--- config.mk ---
export PLATFORM = sky130hd
export DESIGN_NAME = serial_mem_slave
export DESIGN_NICKNAME = d
export VERILOG_FILES = /design/src/rtl/sms_pkg.sv /design/src/rtl/sms_sync.sv /design/src/rtl/sms_engine.sv /design/src/rtl/serial_mem_slave.sv
export SDC_FILE = /design/constraint.sdc
export NUM_CORES = 1
export LEC_CHECK = 0
export BUFFER_PORTS_ARGS = -buffer_cell sky130_fd_sc_hd__buf_2
export CAP_MARGIN = 20
export CORE_ASPECT_RATIO = 0.5
export CORE_MARGIN = 4
export CORE_UTILIZATION = 52
export CTS_CLUSTER_SIZE = 20
export DETAILED_ROUTE_END_ITERATION = 10
export GPL_TIMING_DRIVEN = 1
export PLACE_DENSITY_LB_ADDON = 0.08
export SLEW_MARGIN = 20
export SYNTH_ARGS = -nofsm -noshare
export SYNTH_HDL_FRONTEND = slang
export SYNTH_SLANG_ARGS = --single-unit
--- constraint.sdc ---
create_clock -name clk -period 2.36 [get_ports clk]
set_clock_uncertainty 0.2 [all_clocks]
set_input_delay 0.354 -clock clk [delete_from_list [all_inputs] [get_ports clk]]
set_output_delay 0.354 -clock clk [all_outputs]
set_load 0.05 [all_outputs]
--- src/rtl/sms_pkg.sv ---
`timescale 1ns/1ps
package sms_pkg;
    localparam int ADDR_W = 9;
    localparam int DATA_W = 8;
    localparam logic [3:0] DEV_ID = 4'b1010;

    typedef enum logic [3:0] {
        ST_IDLE, ST_SEL, ST_SACK, ST_ADDR, ST_AACK,
        ST_WDAT, ST_DACK, ST_RDAT, ST_RACK, ST_SKIP
    } phase_e;

    typedef struct packed {
        phase_e              st;
        logic [3:0]          cnt;
        logic [DATA_W-1:0]   sh;
        logic [ADDR_W-1:0]   addr;
        logic                a8;
        logic                rw;
        logic                oe;
        logic                mack;
        logic                wrote;
        logic                push;
        logic [ADDR_W-1:0]   paddr;
        logic [DATA_W-1:0]   pdata;
        logic                wstart;
    } eng_t;
endpackage

--- src/rtl/sms_sync.sv ---
`timescale 1ns/1ps
module sms_sync #(
    parameter int STAGES = 2
) (
    input  logic clk,
    input  logic rst_n,
    input  logic din,
    output logic lvl,
    output logic prev
);
    logic [STAGES:0] pipe_d, pipe_q;

    always_comb begin
        pipe_d = {pipe_q[STAGES-1:0], din};
    end

    always_ff @(posedge clk or negedge rst_n) begin
        if (!rst_n) pipe_q <= '1;
        else        pipe_q <= pipe_d;
    end

    assign lvl  = pipe_q[STAGES-1];
    assign prev = pipe_q[STAGES];
endmodule

--- src/rtl/sms_engine.sv ---
`timescale 1ns/1ps
module sms_engine
    import sms_pkg::*;
(
    input  logic              clk,
    input  logic              rst_n,
    input  logic              scl_lvl,
    input  logic              scl_prev,
    input  logic              sda_lvl,
    input  logic              sda_prev,
    input  logic [1:0]        chip_en,
    input  logic              busy_i,
    input  logic [DATA_W-1:0] mem_rdata,
    output logic [ADDR_W-1:0] mem_addr,
    output logic              sda_oe,
    output logic              wbuf_push,
    output logic [ADDR_W-1:0] wbuf_addr,
    output logic [DATA_W-1:0] wbuf_data,
    output logic              wr_start
);
    eng_t q, d;

    logic scl_rise, scl_fall, start_det, stop_det, sel_hit;

    assign scl_rise  =  scl_lvl & ~scl_prev;
    assign scl_fall  = ~scl_lvl &  scl_prev;
    assign start_det =  scl_lvl & scl_prev &  sda_prev & ~sda_lvl;
    assign stop_det  =  scl_lvl & scl_prev & ~sda_prev &  sda_lvl;
    assign sel_hit   = (q.sh[7:4] == DEV_ID) && (q.sh[3:2] == chip_en) && !busy_i;

    always_comb begin
        d        = q;
        d.push   = 1'b0;
        d.wstart = 1'b0;
        if (stop_det) begin
            d.st     = ST_IDLE;
            d.oe     = 1'b0;
            d.wstart = q.wrote;
            d.wrote  = 1'b0;
        end else if (start_det && !busy_i) begin
            d.st    = ST_SEL;
            d.cnt   = '0;
            d.oe    = 1'b0;
            d.wrote = 1'b0;
        end else begin
            unique case (q.st)
                ST_IDLE, ST_SKIP: ;
                ST_SEL, ST_ADDR, ST_WDAT: begin
                    if (scl_rise) begin
                        d.sh  = {q.sh[6:0], sda_lvl};
                        d.cnt = q.cnt + 4'd1;
                    end else if (scl_fall && q.cnt == 4'd8) begin
                        d.cnt = '0;
                        if (q.st == ST_SEL) begin
                            if (sel_hit) begin
                                d.oe = 1'b1;
                                d.rw = q.sh[0];
                                d.a8 = q.sh[1];
                                d.st = ST_SACK;
                            end else begin
                                d.st = ST_SKIP;
                            end
                        end else if (q.st == ST_ADDR) begin
                            d.addr = {q.a8, q.sh};
                            d.oe   = 1'b1;
                            d.st   = ST_AACK;
                        end else begin
                            d.push  = 1'b1;
                            d.paddr = q.addr;
                            d.pdata = q.sh;
                            d.addr  = q.addr + 9'd1;
                            d.wrote = 1'b1;
                            d.oe    = 1'b1;
                            d.st    = ST_DACK;
                        end
                    end
                end
                ST_SACK: begin
                    if (scl_fall) begin
                        d.cnt = '0;
                        if (q.rw) begin
                            d.sh   = mem_rdata;
                            d.addr = q.addr + 9'd1;
                            d.oe   = ~mem_rdata[7];
                            d.st   = ST_RDAT;
                        end else begin
                            d.oe = 1'b0;
                            d.st = ST_ADDR;
                        end
                    end
                end
                ST_AACK, ST_DACK: begin
                    if (scl_fall) begin
                        d.oe  = 1'b0;
                        d.cnt = '0;
                        d.st  = ST_WDAT;
                    end
                end
                ST_RDAT: begin
                    if (scl_rise) begin
                        d.cnt = q.cnt + 4'd1;
                    end else if (scl_fall) begin
                        if (q.cnt == 4'd8) begin
                            d.oe  = 1'b0;
                            d.cnt = '0;
                            d.st  = ST_RACK;
                        end else begin
                            d.sh = {q.sh[6:0], 1'b1};
                            d.oe = ~q.sh[6];
                        end
                    end
                end
                ST_RACK: begin
                    if (scl_rise) begin
                        d.mack = ~sda_lvl;
                    end else if (scl_fall) begin
                        if (q.mack) begin
                            d.sh   = mem_rdata;
                            d.addr = q.addr + 9'd1;
                            d.oe   = ~mem_rdata[7];
                            d.cnt  = '0;
                            d.st   = ST_RDAT;
                        end else begin
                            d.st = ST_IDLE;
                        end
                    end
                end
                default: d.st = ST_IDLE;
            endcase
        end
    end

    always_ff @(posedge clk or negedge rst_n) begin
        if (!rst_n) begin
            q <= '{st: ST_IDLE, default: '0};
        end else begin
            q <= d;
        end
    end

    assign mem_addr  = q.addr;
    assign sda_oe    = q.oe;
    assign wbuf_push = q.push;
    assign wbuf_addr = q.paddr;
    assign wbuf_data = q.pdata;
    assign wr_start  = q.wstart;

    // the line driver moves only in the low half of the bus clock
    p_oe_scl_low_r11: assert property (@(posedge clk) disable iff (!rst_n)
        (q.oe != $past(q.oe)) |-> !$past(scl_lvl));

    // an idle engine never holds the line
    p_idle_quiet_r9: assert property (@(posedge clk) disable iff (!rst_n)
        (q.st == ST_IDLE) |-> !q.oe);

    // a busy programming cycle keeps the engine idle
    p_busy_hold_r10: assert property (@(posedge clk) disable iff (!rst_n)
        (q.st == ST_IDLE && busy_i && !stop_det) |=> (q.st == ST_IDLE));

    // every pushed byte leaves the counter one past its address
    p_push_step_r4: assert property (@(posedge clk) disable iff (!rst_n)
        q.push |-> (q.addr == q.paddr + 9'd1));

    // a commit request only follows a bus STOP
    p_commit_stop_r5: assert property (@(posedge clk) disable iff (!rst_n)
        q.wstart |-> $past(stop_det));

    // fetching the first read byte advances the counter
    p_read_step_r6: assert property (@(posedge clk) disable iff (!rst_n)
        ($past(q.st) == ST_SACK && q.st == ST_RDAT) |-> (q.addr == $past(q.addr) + 9'd1));
endmodule

--- src/rtl/serial_mem_slave.sv ---
`timescale 1ns/1ps
module serial_mem_slave
    import sms_pkg::*;
#(
    parameter int SYNC_STAGES = 2
) (
    input  logic              clk,
    input  logic              rst_n,
    input  logic              scl_i,
    input  logic              sda_i,
    output logic              sda_oe,
    input  logic [1:0]        chip_en,
    input  logic              busy_i,
    output logic [ADDR_W-1:0] mem_addr,
    input  logic [DATA_W-1:0] mem_rdata,
    output logic              wbuf_push,
    output logic [ADDR_W-1:0] wbuf_addr,
    output logic [DATA_W-1:0] wbuf_data,
    output logic              wr_start
);
    logic scl_lvl, scl_prev, sda_lvl, sda_prev;

    sms_sync #(.STAGES(SYNC_STAGES)) u_scl_sync (
        .clk(clk), .rst_n(rst_n), .din(scl_i), .lvl(scl_lvl), .prev(scl_prev)
    );

    sms_sync #(.STAGES(SYNC_STAGES)) u_sda_sync (
        .clk(clk), .rst_n(rst_n), .din(sda_i), .lvl(sda_lvl), .prev(sda_prev)
    );

    sms_engine u_engine (
        .clk(clk), .rst_n(rst_n),
        .scl_lvl(scl_lvl), .scl_prev(scl_prev),
        .sda_lvl(sda_lvl), .sda_prev(sda_prev),
        .chip_en(chip_en), .busy_i(busy_i),
        .mem_rdata(mem_rdata), .mem_addr(mem_addr),
        .sda_oe(sda_oe),
        .wbuf_push(wbuf_push), .wbuf_addr(wbuf_addr), .wbuf_data(wbuf_data),
        .wr_start(wr_start)
    );
endmodule

==> metrics.md <==
| Metric | Value |
|---|---|
| Post-Syn Nets | 343 |
| Failing checks | negative setup slack |
| Leakage Power | 1.877 nW |
| Die X | 121.1 um |
| Global Route Usage Sum | 0.2131 |
| Setup_tns | -0.09387 ns |
| Peak VDD IR | 0.0004401 V |
| Final worst setup slack | -0.02676 ns |
| Die ar. | 7817 um2 |
| Filler Cell Count | 483 |
| Area Growth Syn to Fin | 19.68% |
| Die Y | 64.55 um |
| Synth cell count leaders | 49 x dfrtp_1, 36 x mux2_2, 26 x buf_4, 15 x o21ai_0, 13 x nor2_1 |
| CP max stage cell | dfstp_2 |
| Post-Syn Instances | 322 |
| Final period utilization | 1.011 |
| Largest family of logic cells by synthesized area | compound AO/OA/AOI/OAI gates |
| Final Total Pwr | 4.287 mW |
| Largest area contributor in the netlist | dfrtp_1 |
| Sequential Area | 1389 um2 |
| Fin crit period | 2.387 ns |
| Clock transition at the registers of the reported paths | 0.08 ns |
| Final Setup Violations | 5 |
| Met1 Resource Use GR | 0.3009 |
| Via density | 5.747 |
| Met2 usage | 0.3400 |
| Top-count cell post-synth | dfrtp_1 |
| Unrepaired setup endpoints after global routing | true |
| Cell Chain, Critical Path | inv_2, ha_4, nor2b_4, nand4_1, a2111o_1, or2_4, mux2_4 |
| CP peak stage delay | 0.58 ns |
| Yosys warning total | 0 |
| CP top delay family | flip-flops |
| Mux contribution to synthesized area | 0.1430 |
| Initial Util | 0.5424 |
| Fraction of registers with async set/reset | 1.000 |
| Clock root buffer | clkbuf_16 |
| DRC viols | 0 |
| Final HPWL DP | 5.871 mm |
| IO Port Bufs | 43 |
| MaxCap Viol Count | 0 |
| Syn avg cell area | 10.33 um2 |
| # diodes | 0 |
| Number of CTS-inserted buffers | 5 |
| Synth top area share | 0.3687 |
| Final GP Congestion | 0.8708 |
| CP Class | reg2reg |
| Crit path buffers/inverters | 1 |
| Multi-input gate area | 1682 um2 |
| Row cnt | 20 |
| Simple-gate share of the synthesized area | 0.1351 |
| Final count of pins violating max slew | 0 |
| Synth top area cells | dfrtp_1 37%, mux2_2 12%, buf_4 5.9% |
| Num ports | 44 |
| Worst Hold Class | reg2reg |
| Final ANT Viol Nets | 0 |
| Sequential area share after synthesis | 0.4161 |
| Vias in the first global route | 2572 |
| Worst skew pair latency | 0.30 ns |
| Vias | 2661 |
| Layout cell share with drive strength beyond 1 | 0.4373 |
| Grt ovf | 0 |
| CP Capture Type | register |
| Fin cells | 463 |
| Main synth FF type | dfrtp_1 |
| Wire per inst | 17.51 um |
| #FFs+latches synth | 55 |
| Drt first pass iters | 4 |
| F_max | 419.0 MHz |
| Crit path required time | 2.35 ns |
| CTS tree | done |
| Max-slew headroom | 0.6436 |
| Crit path arrival time | 2.38 ns |
| Grt met3 use | 0.04621 |
| Pin count of the biggest net entering global routing | 36 |
| Xor/xnor share of the synthesized area | 0.01053 |
| CTS max path bufs | 2 |
| Final wirelength | 8.107 mm |
| Post-synth EDFFs | 0 |
| Most Crowded Layer GR | met2 |
| Yosys cell types | 57 |
| Nets@finish | 395 |
| Final hold vios | 0 |
| Crit start category | register |
| Netlist Area Pre-Place | 3326 um2 |
| H-tree Lvls | 2 |
| Synth Area in Compound Gates | 0.1701 |
| Adder-cell share of the synthesized area | 0.02257 |
| First-pass GRT wire length | 13.25 mm |
| Dpl cells | 448 |
| CTS Sinks | 55 |
| Minimum hold slack | 0.1591 ns |
| PD cells | 1077 nW/um2 |
| CP max FO | 7 |
| Initial antenna violation count | 0 |
| Core ar. | 6131 um2 |
| Status | complete, but fails checks |
| Worst Max-Slew Pin Slew | 0.5346 ns |
| Initial drt markers | 181 |
-- cell usage in the layout, fill, tap and decap left out, types with 9 or more instances in the layout --
cell     count
a21oi_1      9
buf_2       43
buf_4       41
dfrtp_1     45
inv_1       10
mux2_2      35
nand2_1     12
nor2_1      13
nor3_1      11
o21ai_0     14
-- final timing paths --
path,start,endpoint,slack (ns),cells after the start
worst max-delay path,u_scl_sync.pipe_q[2],u_engine.mem_addr[1],-0.03,7
worst min-delay path,u_scl_sync.pipe_q[0],u_scl_sync.pipe_q[1],0.16,0
worst max register to register,u_scl_sync.pipe_q[2],u_engine.mem_addr[1],-0.03,7
worst min register to register,u_scl_sync.pipe_q[0],u_scl_sync.pipe_q[1],0.16,0
max in group asynchronous,rst_n,u_sda_sync.pipe_q[1],0.96,3
min in group asynchronous,rst_n,u_engine.wbuf_addr[2],0.36,2
-- registers in the layout (all words and copies together) (netlist names), 3 cells and up --
| name | flops |
|---|---|
| u_engine.mem_addr | 9 |
| u_engine.q | 20 |
| u_engine.wbuf_addr | 9 |
| u_engine.wbuf_data | 8 |
| u_scl_sync.pipe_q | 3 |
| u_sda_sync.pipe_q | 3 |
-- power breakdown --
| part | total, mW | internal, mW | leakage [nW] | switching, mW |
|---|---|---|---|---|
| clock network | 0.767 | 0.399 | 0.0742 | 0.369 |
| logic | 2.14 | 1.04 | 1.09 | 1.10 |
| registers | 1.38 | 1.13 | 0.710 | 0.250 |
| total | 4.29 | 2.57 | 1.88 | 1.71 |
-- worst reg2reg max path, delay by kind of cell (launching register included) --
| kind | cells | cell delay [ns] |
|---|---|---|
| flops | 1 | 0.58 |
| simple gates | 3 | 0.55 |
| compound gates | 1 | 0.43 |
| mux | 1 | 0.30 |
| fa+ha+maj | 1 | 0.17 |
| buf+inv | 1 | 0.05 |
-- cells by family after synthesis --
kind of cell / count (synthesis)
AOI/OAI and AO/OA: 77
buffers and inverters: 58
DFF: 55
xor gates and xnor gates: 4
adders and majority gates: 6
muxes: 42
and+or+nand+nor: 80
-- area by class of cell --
type	instances	share of cell area
inverters	12	0.01132
repair buffers	91	0.1525
well taps	88	0.02766
flip-flops and latches	55	0.3489
clock inverters	3	0.005659
clock buffers	5	0.03144
multi-input cells	209	0.4225
-- routing by layer --
| layer | part of all wire | routed length [um] | up-vias |
|---|---|---|---|
| met5 | 0 | 0 | - |
| met4 | 0.0059 | 48 | 0 |
| met3 | 0.049 | 394 | 5 |
| met2 | 0.46 | 3740 | 72 |
| met1 | 0.48 | 3924 | 1315 |
| li1 | - | - | 1269 |
-- through the flow --
stage          instance area [um2]  utilization  setup WS [ns]
2_1_floorplan                 3356            -       -0.09290
3_3_place_gp                  3702       0.6039       -0.04540
3_5_place_dp                  3702       0.6039        -0.1109
4_1_cts                       3926       0.6404       0.002715
5_1_grt                       3980       0.6492       -0.07490
6_report                      3980       0.6492       -0.02676
-- what timing repair did --
item                                    in CTS  in global routing
endpoints found under the setup margin      21                 21
hold buffers                                 3                  0
pin swaps                                    0                  2
hold endpoints to repair                    19                  0
buffers inserted                             2                  2
gates resized for setup                      9                 11
No activity file was read; power rests on OpenSTA's default activity.
